### config.mk
export PLATFORM = sky130hd
export DESIGN_NAME = dco_cal_sar
export DESIGN_NICKNAME = d
export VERILOG_FILES = /design/src/rtl/dcs_pkg.sv /design/src/rtl/dcs_ref_sync.sv /design/src/rtl/dcs_window_meter.sv /design/src/rtl/dcs_sar_ctrl.sv /design/src/rtl/dco_cal_sar.sv
export SDC_FILE = /design/constraint.sdc
export NUM_CORES = 1
export LEC_CHECK = 0
export ABC_AREA = 1
export BUFFER_PORTS_ARGS = -buffer_cell sky130_fd_sc_hd__buf_2
export CAP_MARGIN = 0
export CORE_MARGIN = 1.5
export CORE_UTILIZATION = 55
export CTS_BUF_LIST = sky130_fd_sc_hd__clkbuf_2 sky130_fd_sc_hd__clkbuf_4 sky130_fd_sc_hd__clkbuf_8
export CTS_CLUSTER_DIAMETER = 40
export CTS_CLUSTER_SIZE = 16
export DETAILED_ROUTE_END_ITERATION = 8
export GPL_TIMING_DRIVEN = 0
export PLACE_DENSITY = 0.78
export SLEW_MARGIN = 10
export SYNTH_ARGS = -nofsm -noshare
export SYNTH_HDL_FRONTEND = slang
export SYNTH_SLANG_ARGS = --single-unit
export TNS_END_PERCENT = 30
### constraint.sdc
create_clock -name clk -period 1.8 [get_ports clk]
set_clock_uncertainty 0.05 [all_clocks]
set_input_delay 0.36 -clock clk [delete_from_list [all_inputs] [get_ports clk]]
set_output_delay 0.36 -clock clk [all_outputs]
set_load 0.01 [all_outputs]
### src/rtl/dcs_pkg.sv
package dcs_pkg;
  // Search controller state: waiting for start, or stepping through trials.
  typedef enum logic {
    ST_IDLE = 1'b0,
    ST_RUN  = 1'b1
  } sar_state_e;
endpackage

### src/rtl/dcs_ref_sync.sv
module dcs_ref_sync #(
  parameter int STAGES = 2
) (
  input  logic clk,
  input  logic rst,
  input  logic ref_async,
  output logic tick
);
  // sh[STAGES-1] is the synchronised level, sh[STAGES] its previous value.
  logic [STAGES:0] sh;

  always_ff @(posedge clk) begin
    if (rst) sh <= '0;
    else     sh <= {sh[STAGES-1:0], ref_async};
  end

  assign tick = sh[STAGES-1] & ~sh[STAGES];

  // an edge pulse lasts one cycle only
  a_r10_tick_isolated: assert property (@(posedge clk) disable iff (rst)
    tick |=> !tick);
endmodule

### src/rtl/dcs_window_meter.sv
module dcs_window_meter #(
  parameter int CNT_W = 16,
  parameter int WIN   = 8
) (
  input  logic             clk,
  input  logic             rst,
  input  logic             restart,
  input  logic             tick,
  input  logic [CNT_W-1:0] osc_count,
  output logic             win_done,
  output logic [CNT_W-1:0] delta
);
  localparam int WCW = (WIN > 1) ? $clog2(WIN) : 1;
  localparam logic [WCW-1:0] LAST = WCW'(WIN - 1);

  logic [WCW-1:0]   tcnt;
  logic [CNT_W-1:0] cap_q;

  always_ff @(posedge clk) begin
    if (rst) begin
      tcnt     <= '0;
      cap_q    <= '0;
      delta    <= '0;
      win_done <= 1'b0;
    end else begin
      win_done <= 1'b0;
      if (restart) begin
        tcnt <= '0;
      end else if (tick) begin
        if (tcnt == LAST) begin
          tcnt     <= '0;
          cap_q    <= osc_count;
          delta    <= osc_count - cap_q;   // modulo 2^CNT_W
          win_done <= 1'b1;
        end else begin
          tcnt <= tcnt + 1'b1;
        end
      end
    end
  end

  // a window can only close on a reference tick outside a restart
  a_r5_close_on_tick: assert property (@(posedge clk) disable iff (rst)
    win_done |-> ($past(tick) && !$past(restart)));
  // the capture that closes a window is the counter value of that edge
  a_r6_capture_value: assert property (@(posedge clk) disable iff (rst)
    win_done |-> (cap_q == $past(osc_count)));
endmodule

### src/rtl/dcs_sar_ctrl.sv
module dcs_sar_ctrl
  import dcs_pkg::*;
#(
  parameter int CW         = 12,
  parameter int CNT_W      = 16,
  parameter int TGT_W      = 12,
  parameter int APPLY_W    = 11,
  parameter int COARSE_LSB = 5,
  parameter int COARSE_W   = 3
) (
  input  logic               clk,
  input  logic               rst,
  input  logic               start,
  input  logic [TGT_W-1:0]   target,
  input  logic               win_done,
  input  logic [CNT_W-1:0]   delta,
  output logic               restart,
  output logic [APPLY_W-1:0] apply_word,
  output logic               done
);
  localparam int COARSE_MSB = COARSE_LSB + COARSE_W - 1;
  localparam logic [CW-1:0] TOP_BIT = CW'(1) << (CW - 1);

  sar_state_e        state;
  logic              phase;      // 0: settling window, 1: measuring window
  logic [CW-1:0]     trial;
  logic [CW-1:0]     word;
  logic [CW-1:0]     kept_word;
  logic [CW-1:0]     final_word;
  logic [APPLY_W-1:0] next_apply;
  logic              kept;

  assign kept       = (delta <= CNT_W'(target));
  assign kept_word  = kept ? (word | trial) : word;
  assign next_apply = kept_word[APPLY_W-1:0] | trial[APPLY_W:1];

  // Saturated coarse tap leaves no room for modulation: clear it.
  always_comb begin
    final_word = kept_word;
    if (&kept_word[COARSE_MSB:COARSE_LSB])
      final_word[COARSE_LSB-1:0] = '0;
  end

  assign restart = (state == ST_IDLE) ? start : (win_done & phase);

  always_ff @(posedge clk) begin
    if (rst) begin
      state      <= ST_IDLE;
      phase      <= 1'b0;
      trial      <= '0;
      word       <= '0;
      apply_word <= '0;
      done       <= 1'b0;
    end else begin
      done <= 1'b0;
      case (state)
        ST_IDLE: begin
          if (start) begin
            state      <= ST_RUN;
            phase      <= 1'b0;
            word       <= '0;
            trial      <= TOP_BIT;
            apply_word <= TOP_BIT[APPLY_W-1:0];
          end
        end
        ST_RUN: begin
          if (win_done) begin
            if (!phase) begin
              phase <= 1'b1;
            end else begin
              phase <= 1'b0;
              if (trial[0]) begin
                state      <= ST_IDLE;
                trial      <= '0;
                word       <= final_word;
                apply_word <= final_word[APPLY_W-1:0];
                done       <= 1'b1;
              end else begin
                word       <= kept_word;
                trial      <= trial >> 1;
                apply_word <= next_apply;
              end
            end
          end
        end
        default: state <= ST_IDLE;
      endcase
    end
  end

  // completion is a single-cycle pulse
  a_r8_done_single: assert property (@(posedge clk) disable iff (rst)
    done |=> !done);
  // a start during a run does not leave the running state
  a_r9_start_ignored: assert property (@(posedge clk) disable iff (rst)
    (state == ST_RUN && start && !(win_done && phase && trial[0])) |=> (state == ST_RUN));
  // the trial bit walks one position down per decided trial
  a_r3_trial_walk: assert property (@(posedge clk) disable iff (rst)
    (state == ST_RUN && win_done && phase && !trial[0]) |=> (trial == ($past(trial) >> 1)));
  // the decided bit is set exactly when the count is within target
  a_r4_keep_rule: assert property (@(posedge clk) disable iff (rst)
    (state == ST_RUN && win_done && phase && !trial[0]) |=>
      (((word & $past(trial)) != '0) == ($past(delta) <= CNT_W'($past(target)))));
  // a finished word never carries modulation under a saturated coarse tap
  a_r7_fixup: assert property (@(posedge clk) disable iff (rst)
    done |-> !((&apply_word[COARSE_MSB:COARSE_LSB]) && (|apply_word[COARSE_LSB-1:0])));
endmodule

### src/rtl/dco_cal_sar.sv
module dco_cal_sar #(
  parameter int CTL_W       = 12,
  parameter int CNT_W       = 16,
  parameter int TGT_W       = 12,
  parameter int WIN_REFS    = 8,
  parameter int SYNC_STAGES = 2,
  parameter int FINE_W      = 8,
  parameter int RANGE_W     = 3,
  parameter int COARSE_W    = 3
) (
  input  logic               clk,
  input  logic               rst,
  input  logic               start,
  input  logic               ref_clk_in,
  input  logic [TGT_W-1:0]   target,
  input  logic [CNT_W-1:0]   osc_count,
  output logic [RANGE_W-1:0] range_sel,
  output logic [FINE_W-1:0]  fine_ctl,
  output logic               done
);
  localparam int APPLY_W    = FINE_W + RANGE_W;
  localparam int COARSE_LSB = FINE_W - COARSE_W;

  logic             tick;
  logic             restart;
  logic             win_done;
  logic [CNT_W-1:0] delta;
  logic [APPLY_W-1:0] apply_word;

  dcs_ref_sync #(.STAGES(SYNC_STAGES)) u_sync (
    .clk       (clk),
    .rst       (rst),
    .ref_async (ref_clk_in),
    .tick      (tick)
  );

  dcs_window_meter #(.CNT_W(CNT_W), .WIN(WIN_REFS)) u_meter (
    .clk       (clk),
    .rst       (rst),
    .restart   (restart),
    .tick      (tick),
    .osc_count (osc_count),
    .win_done  (win_done),
    .delta     (delta)
  );

  dcs_sar_ctrl #(
    .CW         (CTL_W),
    .CNT_W      (CNT_W),
    .TGT_W      (TGT_W),
    .APPLY_W    (APPLY_W),
    .COARSE_LSB (COARSE_LSB),
    .COARSE_W   (COARSE_W)
  ) u_ctrl (
    .clk        (clk),
    .rst        (rst),
    .start      (start),
    .target     (target),
    .win_done   (win_done),
    .delta      (delta),
    .restart    (restart),
    .apply_word (apply_word),
    .done       (done)
  );

  assign fine_ctl  = apply_word[FINE_W-1:0];
  assign range_sel = apply_word[APPLY_W-1:FINE_W];
endmodule

* Word-level counts from Yosys, hierarchy flattened
Index checks and enable logic that the tools add are counted.
Storage, ports and cells: input port bits 32, output and inout port bits 12, flip-flop bits (word level) 77
Cells by class: bitwise logic cells 10, muxes and demuxes 30, eq/ne operators 4, $add $sub $neg 2, magnitude comparators 1, reductions and logical operators 7
Operators with widths (number):
- two-way mux 12 bit | 7
- two-way mux 11 bit | 5
- one-hot mux 12 bit (2 select lines) | 2
- one-hot mux 11 bit (2 select lines) | 1
- less-or-equal comparator 16 x 12 -> 1 bit | 1
- subtractor 16 bit | 1
- OR 12 bit | 1
- OR 11 bit | 1
- two-way mux 1 bit | 10
- two-way mux 5 bit | 2
- AND reduction 3 bit | 3
- != test 2 bit, second input constant | 3
- NOT 1 bit | 6
- one-hot mux 1 bit (2 select lines) | 2
- OR reduction 4 bit | 1
- adder 3 x 1 -> 3 bit, second input constant | 1
- == test 3 bit, second input constant | 1
- two-way mux 3 bit | 1
- OR reduction 3 bit | 1
- bitwise AND 1 bit | 2
- AND reduction 2 bit | 1
- OR reduction 2 bit | 1

* Logic depth before layout (Yosys ltp)
Gate-level depths: netlist of run 1.
depth after elaboration 8, gate-level depth with buffers 19, gate-level depth less buffers 19

* Cells and area by module
A second synthesis of run 1 with hierarchy kept.
Second synthesis, totals: cells, all modules 651, area, all modules 4310.4 µm²
Modules (own cells, without submodules):
- dcs_window_meter | area each 2297.2 µm², instances 1, sequential area each 720.7 µm², cells each 365
- dcs_sar_ctrl | area each 1926.8 µm², instances 1, sequential area each 740.7 µm², cells each 276
- dcs_ref_sync | area each 86.3 µm², instances 1, sequential area each 60.1 µm², cells each 10

* Least setup slack after synthesis of run 1
OpenSTA, ideal clock, no wires.
kind input to register, from in osc_count[0], to reg u_meter.delta[10], arrival time 1753 ps, cell stages on the path 11, slack -120 ps, cell sequence inv_1 > ha_1 > fa_1 > o21ai_1 > a21oi_2 > nor2_1 > o21ai_1 > inv_1 > o21ai_1 > o211ai_1 > inv_1
On the way: word-level cells in the longest chain between the ends 1
Ends and longest elaborated chain:
- start, declared | RTL line dco_cal_sar.sv:16 | input logic [CNT_W-1:0] osc_count,
- subtractor 16 bit | RTL line dcs_window_meter.sv:33 | delta <= osc_count - cap_q;
- end signal, assigned | RTL line dcs_window_meter.sv:33
- end, declared | RTL line dcs_window_meter.sv:11 | output logic [CNT_W-1:0] delta
No other way between the ends. A chain may end at the register's enable or synchronous reset.

* Worst setup path in the final report of run 1
from reg u_meter.delta[9], to reg u_ctrl.word[2]
On the way: word-level cells in the longest chain between the ends 8
Ends and longest elaborated chain:
- less-or-equal comparator 16 x 12 -> 1 bit * | RTL line dcs_sar_ctrl.sv:33 | assign kept = (delta <= CNT_W'(target));
- two-way mux 12 bit * | RTL line dcs_sar_ctrl.sv:34 | assign kept_word = kept ? (word | trial) : word;
- AND reduction 3 bit | RTL line dcs_sar_ctrl.sv:40 | if (&kept_word[COARSE_MSB:COARSE_LSB])
- two-way mux 5 bit | RTL line dcs_sar_ctrl.sv:40
- two-way mux 5 bit * | RTL line dcs_sar_ctrl.sv:72 | if (trial[0]) begin
- two-way mux 12 bit * | RTL line dcs_sar_ctrl.sv:68 | if (!phase) begin
- two-way mux 12 bit * | RTL line dcs_sar_ctrl.sv:67 | if (win_done) begin
- one-hot mux 12 bit (2 select lines) * | RTL line dcs_sar_ctrl.sv:56 | case (state)
- end signal, assigned | RTL line dcs_sar_ctrl.sv:75 | word <= final_word;
- end signal, assigned | RTL line dcs_sar_ctrl.sv:79 | word <= kept_word;
- end, declared | RTL line dcs_sar_ctrl.sv:27 | logic [CW-1:0] word;
Mark *: on every way between the ends. The rest lies on a longest branch, timed or not. The select of a mux whose other input is x is not followed.

==> results.md, run 1 <==
| Result | Value | Unit |
|:---|:---|:---|
| Status | finished, violations left | - |
| Failing checks | negative setup slack | - |
| Setup repair after global routing missed its margin | yes | - |
| Critical Path RT | 2.00 | ns |
| Number of H-tree levels | 3 | - |
| Slew headroom | 61.43 | % |
| Maximum cell stage delay along the critical path | 0.37 | ns |
| Root buffer cell | sky130_fd_sc_hd__clkbuf_8 | - |
| Synthesis-to-finish area growth | 30.07 | % |
| Post-route core utilization | 73.30 | % |
| Worst slack at placement | -0.3822 | ns |
| Sequence of cells on the critical path | ha_4 > a21oi_2 > o21ai_1 > nor2_1 > nand2_2 > nand2_4 > nand2_2 > nand2_2 > nand3_4 > nand2_2 > nand2_2 > nand2_2 > o21ai_1 | - |
| Int Pwr | 2.726 | mW |
| Cell type of the slowest stage on the worst timing path | sky130_fd_sc_hd__dfxtp_2 | - |
| Clock Power Share | 41.0 | % |
| Final ANT Viol Nets | 0 | - |
| Global route overflow | 0 | - |
| Worst-case vdd ir drop | 0.0003796 | V |
| Final hold violation count | 0 | - |
| Routability congestion estimate | 0.9222 | - |
| Leading cell type by number of instances after synthesis | sky130_fd_sc_hd__inv_1 | - |
| Die extent in y | 88.75 | um |
| Max Transition Viols Final | 0 | - |
| Net Count, Synth | 616 | - |
| Buffers and inverters on the worst path | 0 | - |
| Endpoint arrival time on the critical path | 2.12 | ns |
| IO Count | 44 | - |
| Setup Viol. Count Final | 13 | - |
| Number of detailed-route iterations in the first pass | 5 | - |
| Placement Rows | 31 | - |
| Cell class contributing the biggest share of worst-path delay | simple AND/OR/NAND/NOR gates | - |
| Shortest clock period the worst path allows after layout | 1.923 | ns |
| Top flip-flop cell by instance count after synthesis | sky130_fd_sc_hd__dfxtp_1 | - |
| Largest net degree at the start of global routing | 14 | - |
| Crit path kind | reg2reg | - |
| Synthesis-stage register bit count | 76 | - |
| Fraction of the yosys area taken by sequential cells | 37.62 | % |
| Reported net switching power | 957.6 | uW |
| Share of final-layout standard cells stronger than drive strength 1 | 34.45 | % |
| Path type of the worst min-delay path | in2reg | - |
| Most used cell, CP | sky130_fd_sc_hd__nand2_2 | - |
| Total Neg Setup Slack | -0.9213 | ns |
| Area of the die | 7876 | um^2 |
| Smallest hold slack | 0.1514 | ns |
| Fin crit share | 106.8 | % |
| Post-synth EDFFs | 0 | - |
| Post-synthesis cell type with the largest combined area | sky130_fd_sc_hd__dfxtp_1 | - |
| Fraction of synthesized cell area taken by the top area cell type | 37.62 | % |
| Final cell count without fillers | 726 | - |
| Clock tree sinks | 76 | - |
| Crit path max fanout | 6 | - |
| Placed standard-cell area | 4424 | um^2 |
| Maximum clock frequency | 0.5201 | GHz |
| Async S/R FF share, synth | 0 | % |
| Layout Cell Area excl Fill | 5260 | um^2 |
| Static Leak | 2.266 | nW |
| Sort of element at the start of the critical path | flip-flop | - |
| Reg clk slew, reported paths | 0.08 | ns |
| Final wirelength | 10250 | um |
| Post-detailed-placement half-perimeter wirelength | 6741 | um |
| Antenna violations before repair | 0 | - |
| Placed instance count | 695 | - |
| Clock Path Buffers | 2 | - |
| Largest cells by area after synthesis | sky130_fd_sc_hd__dfxtp_1 38%, sky130_fd_sc_hd__ha_1 9.0%, sky130_fd_sc_hd__inv_1 8.2%, sky130_fd_sc_hd__nand2_1 7.7%, sky130_fd_sc_hd__a21oi_1 7.3% | - |
| Net switching share of the total power | 25.99 | % |
| Syn Area/Cell | 7.299 | um^2 |
| Initial standard-cell utilization of the core | 56.36 | % |
| Count of maximum capacitance violations | 0 | - |
| # diodes | 0 | - |
| Routed wire per std cell | 14.12 | um |
| Slew at the pin closest to its max-slew limit | 0.5786 | ns |
| Total power draw | 3.684 | mW |
| Smallest setup slack after layout | -0.1226 | ns |
| DR vias/cell | 5.347 | - |
| Power density of the placed cells | 700.4 | nW/um^2 |
| Total DRC errors in the routed layout | 0 | - |
| # port buffers | 42 | - |
| Total global routing track utilization | 26.65 | % |
| Top post-synthesis cells by count | 88 x sky130_fd_sc_hd__inv_1, 83 x sky130_fd_sc_hd__nand2_1, 76 x sky130_fd_sc_hd__dfxtp_1 | - |
| Post-synthesis cell type count | 40 | - |
| Fill cell count | 528 | - |
| Synth Warn # | 0 | - |
| Vias in the first global route | 3744 | - |
| Combinational group share of total power | 12.6 | % |
| Sequential cell fraction of total power | 46.4 | % |
| Endpoint kind of the worst setup timing path | flip-flop | - |
| Mapped Area | 4044 | um^2 |
| Cts-stage hold buffer count | 0 | - |
| Initial DRC count | 157 | - |
| Count of vias placed by the detailed router | 3882 | - |
| Placeable Area | 7176 | um^2 |
| Global-route wire length before repair | 16400 | um |
| Insertion delay of the later-clocked pin in the worst-skew pair | 0.36 | ns |
| Total CTS buffers | 9 | - |
| Die extent in x | 88.75 | um |
| Post-Synthesis Cells | 554 | - |
| Number of nets at the end of the flow | 684 | - |
| Clock tree from TritonCTS | built | - |
-- per-layer routing --
metal	global-route usage [%]	routed length, um	vias to the layer above
met5	0	0	-
met4	11.08	300	0
met3	3.451	404	26
met2	49.66	5239	124
met1	30.40	4305	1779
li1	-	-	1953
-- state kept, by name, indices dropped and copies added, names as in the netlist --
| signal | count |
|---|---|
| u_ctrl.done | 1 |
| u_ctrl.state | 1 |
| u_ctrl.word | 11 |
| u_meter.tcnt | 3 |
| u_meter.win_done | 1 |
| u_ctrl.trial | 12 |
| u_ctrl.apply_word | 11 |
| u_sync.sh | 3 |
| u_ctrl.phase | 1 |
| u_meter.cap_q | 16 |
| u_meter.delta | 16 |
-- tightest hold or removal path: cells and delay by family --
kind                   cells  cell delay [ns]
buffers and inverters      2             0.13
and+or+nand+nor            1             0.03
-- layout make-up --
class | instances | area, um^2 | area share, %
tap | 99 | 123.9 | 2.355
buffer | 19 | 116.4 | 2.212
inverter | 92 | 350.3 | 6.660
clock buffer | 11 | 145.1 | 2.759
sequential | 76 | 1539 | 29.26
clock inverter | 5 | 83.83 | 1.594
timing repair buffer | 57 | 322.8 | 6.137
multi-input combinational | 367 | 2579 | 49.02
-- kinds of logic (layout without fill, tap and decap cells) --
| group | Yosys count | count (layout) | synth area share [%] |
|---|---|---|---|
| xor gates and xnor gates | 8 | 8 | 1.733 |
| AOI/OAI and AO/OA | 145 | 145 | 19.37 |
| DFF | 76 | 76 | 37.62 |
| adders and majority gates | 30 | 30 | 9.468 |
| buffers and inverters | 111 | 184 | 11.23 |
| and+or+nand+nor | 184 | 184 | 20.58 |
-- power by group through the flow --
stage	clock network [mW]	registers, mW	logic, mW
6_report	1.51	1.71	0.463
2_1_floorplan	0	1.74	0.234
4_1_cts	1.51	1.71	0.394
5_1_grt	1.58	1.71	0.511
3_5_place_dp	0	1.75	0.333
3_3_place_gp	0	1.75	0.324
-- cell usage in the layout, fill, tap and decap left out, drive strengths merged, types with 2 or more instances in the layout --
master	count
inv	92
nor3	7
clkinvlp	2
o211ai	5
a21oi	61
clkbuf	17
xnor2	3
bufinv	2
nand4	6
a211oi	2
o21ai	67
buf	70
nand3	30
dfxtp	76
nor2	43
a31oi	2
o221ai	2
nand3b	2
ha	29
nand2	96
xor2	5
-- final timing paths --
path	startpoint	depth (start not counted)	end	slack (ns)
max reg2reg	u_meter.delta[9]	13	u_ctrl.word[2]	-0.12
max	u_meter.delta[9]	13	u_ctrl.word[2]	-0.12
min	ref_clk_in	3	u_sync.sh[0]	0.15
min reg2reg	u_sync.sh[0]	2	u_sync.sh[1]	0.36
-- repair_timing --
item	4_1_cts	5_1_grt
setup buffers	12	3
resized for setup	54	63
pin swaps	31	34
setup endpoints to repair	19	43
Power figures use the tool's default switching activity.
==> inputs of run 2 (changes only) <==
- PLACE_DENSITY: 0.78 -> 0.75
- clock period: 1.8 -> 2.3 ns (I/O delays scaled with it)
==> run 2 against run 1 <==
Net effect: the flow now finishes without violations; core utilization decreased by 8.9 points; clock power decreased by 18%; final cell count decreased by 2.1%; non-clock buffer count decreased by 15; register-to-register slack improved by 0.34 ns; design area decreased by 12%; wire length decreased by 15%; combinational power decreased by 44%; via count decreased by 5.7%; critical path type unchanged.
==> results.md, run 2 (same netlist as run 1, synthesis figures left out) <==
| Result | Value | Unit | Change |
|:---|:---|:---|:---|
| Routability congestion estimate | 0.8885 | - | was 0.9222 |
| Global-route wire length before repair | 14580 | um | was 16400 um |
| Number of H-tree levels | 3 | - | unchanged |
| Fill cell count | 663 | - | was 528 |
| # port buffers | 42 | - | unchanged |
| Clock tree from TritonCTS | built | - | unchanged |
| Buffer count from post-CTS setup fixing | 0 | - | was 12 |
| Placeable Area | 7176 | um^2 | unchanged |
| Initial DRC count | 113 | - | was 157 |
| Path type of the worst min-delay path | in2reg | - | unchanged |
| Post-detailed-placement half-perimeter wirelength | 6752 | um | was 6741 um |
| Clock tree sinks | 76 | - | unchanged |
| Cts-stage hold buffer count | 0 | - | unchanged |
| Final wirelength | 8694 | um | was 10250 um |
| Slew at the pin closest to its max-slew limit | 0.5008 | ns | was 0.5786 ns |
| Shortest clock period the worst path allows after layout | 2.084 | ns | was 1.923 ns |
| Root buffer cell | sky130_fd_sc_hd__clkbuf_8 | - | unchanged |
| Setup Viol. Count Final | 0 | - | was 13 |
| Routed wire per std cell | 12.23 | um | was 14.12 um |
| Synthesis-to-finish area growth | 14.29 | % | was 30.07% |
| Reg clk slew, reported paths | 0.08 | ns | about the same |
| Die extent in y | 88.75 | um | unchanged |
| Layout Cell Area excl Fill | 4622 | um^2 | was 5260 um^2 |
| Max Transition Viols Final | 0 | - | unchanged |
| Total DRC errors in the routed layout | 0 | - | unchanged |
| Sort of element at the start of the critical path | flip-flop | - | unchanged |
| Status | finished clean | - | was finished, violations left |
| Commonest cells after routing, fill and taps aside | 88 x sky130_fd_sc_hd__inv_1, 83 x sky130_fd_sc_hd__nand2_1, 76 x sky130_fd_sc_hd__dfxtp_1 | - | was 75 x sky130_fd_sc_hd__inv_1, 62 x sky130_fd_sc_hd__dfxtp_1, 61 x sky130_fd_sc_hd__nand2_1 |
| Vias in the first global route | 3438 | - | was 3744 |
| Power density of the placed cells | 613.6 | nW/um^2 | was 700.4 nW/um^2 |
| Leading registers by flop count | u_meter.cap_q (16), u_meter.delta (16), u_ctrl.trial (12) | - | unchanged |
| # diodes | 0 | - | unchanged |
| Count of maximum capacitance violations | 0 | - | unchanged |
| Die extent in x | 88.75 | um | unchanged |
| Setup repair after global routing missed its margin | no | - | was yes |
| IO Count | 44 | - | unchanged |
| Area of the die | 7876 | um^2 | unchanged |
| Largest net degree at the start of global routing | 14 | - | unchanged |
| Placement Rows | 31 | - | unchanged |
| Total Neg Setup Slack | 0 | ns | was -0.9213 ns |
| Slew headroom | 66.62 | % | was 61.43% |
| Placed standard-cell area | 4378 | um^2 | was 4424 um^2 |
| Insertion delay of the later-clocked pin in the worst-skew pair | 0.35 | ns | was 0.36 ns |
| CTS-repair resized insts | 0 | - | was 54 |
| Count of vias placed by the detailed router | 3659 | - | was 3882 |
| Antenna violations before repair | 0 | - | unchanged |
| Total global routing track utilization | 23.94 | % | was 26.65% |
| Maximum clock frequency | 0.4799 | GHz | was 0.5201 GHz |
| Initial standard-cell utilization of the core | 56.36 | % | unchanged |
| Most common cell after layout, fill and taps aside | sky130_fd_sc_hd__inv_1 | - | unchanged |
| Fin crit share | 90.60 | % | was 106.8% |
| Crit path kind | reg2reg | - | unchanged |
| Endpoint kind of the worst setup timing path | flip-flop | - | unchanged |
| Number of detailed-route iterations in the first pass | 6 | - | was 5 |
| Final ANT Viol Nets | 0 | - | unchanged |
| DR vias/cell | 5.146 | - | was 5.347 |
| Clock Path Buffers | 2 | - | unchanged |
| Static Leak | 2.157 | nW | was 2.266 nW |
| Endpoint arrival time on the critical path | 2.33 | ns | was 2.12 ns |
| Number of nets at the end of the flow | 669 | - | was 684 |
| Final hold violation count | 0 | - | unchanged |
| Critical Path RT | 2.55 | ns | was 2.00 ns |
| Share of final-layout standard cells stronger than drive strength 1 | 15.85 | % | was 34.45% |
| Crit path max fanout | 3 | - | was 6 |
| Global route overflow | 0 | - | unchanged |
| Worst-case vdd ir drop | 0.0002878 | V | was 0.0003796 V |
| Total CTS buffers | 9 | - | unchanged |
run 2: cell types whose count changed in the layout (fill, tap and decap cells not counted), sizes merged:
cell / before / now
buf: 70 / 55
bufinv: 2 / 3
clkbuf: 17 / 16
clkinv: 1 / 4
clkinvlp: 2 / 0
inv: 92 / 91
run 2: worst max-delay path: stages, from the launching register on:
cell	delay [ns]
sky130_fd_sc_hd__dfxtp_1	0.32
sky130_fd_sc_hd__ha_1	0.22
sky130_fd_sc_hd__fa_1	0.44
sky130_fd_sc_hd__o21ai_1	0.33
sky130_fd_sc_hd__a21oi_2	0.12
sky130_fd_sc_hd__nor2_1	0.14
sky130_fd_sc_hd__nor3_1	0.06
sky130_fd_sc_hd__o21ai_1	0.17
sky130_fd_sc_hd__o211ai_1	0.11
sky130_fd_sc_hd__inv_1	0.07
run 2: power breakdown:
part           internal, mW  total, mW  switching (mW)
clock network         0.735       1.24           0.508
registers              1.33       1.34         0.00934
logic                0.0947      0.257           0.163
run 2: final timing paths:
kind / from / to / slack [ns] / cells past startpoint
worst max-delay path: u_meter.cap_q[0] / u_meter.delta[10] / 0.22 / 9
worst min register to register: u_sync.sh[0] / u_sync.sh[1] / 0.36 / 2
worst min-delay path: ref_clk_in / u_sync.sh[0] / 0.26 / 3
worst max register to register: u_meter.cap_q[0] / u_meter.delta[10] / 0.22 / 9
run 2: final cells by class:
cell class | count | area (um^2) | area share (%)
plain buffers | 19 | 108.9 | 2.355
flip-flops and latches | 76 | 1521 | 32.92
inverters | 92 | 345.3 | 7.472
clock inverters | 6 | 112.6 | 2.436
well taps | 99 | 123.9 | 2.680
clock buffers | 10 | 131.4 | 2.842
repair buffers | 42 | 210.2 | 4.548
multi-input cells | 367 | 2068 | 44.75
run 2: per-layer routing:
metal,global-route usage (%),up-vias,part of all wire (%)
met1,26.57,1651,44
met2,44.70,72,52
met3,4.011,11,2.9
met4,10.23,0,1.5
li1,-,1925,-
met5,0,-,0
run 2: per-stage QoR:
stage / worst slack, ns / hold slack, ns / util (%) / cells / power, mW
5_1_grt: 0.06664 / 0.2660 / 64.41 / 711 / 2.956
3_5_place_dp: -0.07202 / 0.3536 / 61.01 / 695 / 1.622
6_report: 0.2162 / 0.2556 / 64.41 / 711 / 2.836
2_1_floorplan: 0.2804 / 0.3383 / - / 554 / 1.544
4_1_cts: 0.2013 / 0.2529 / 64.41 / 711 / 2.856
3_3_place_gp: -0.02401 / 0.3462 / 61.01 / 695 / 1.616
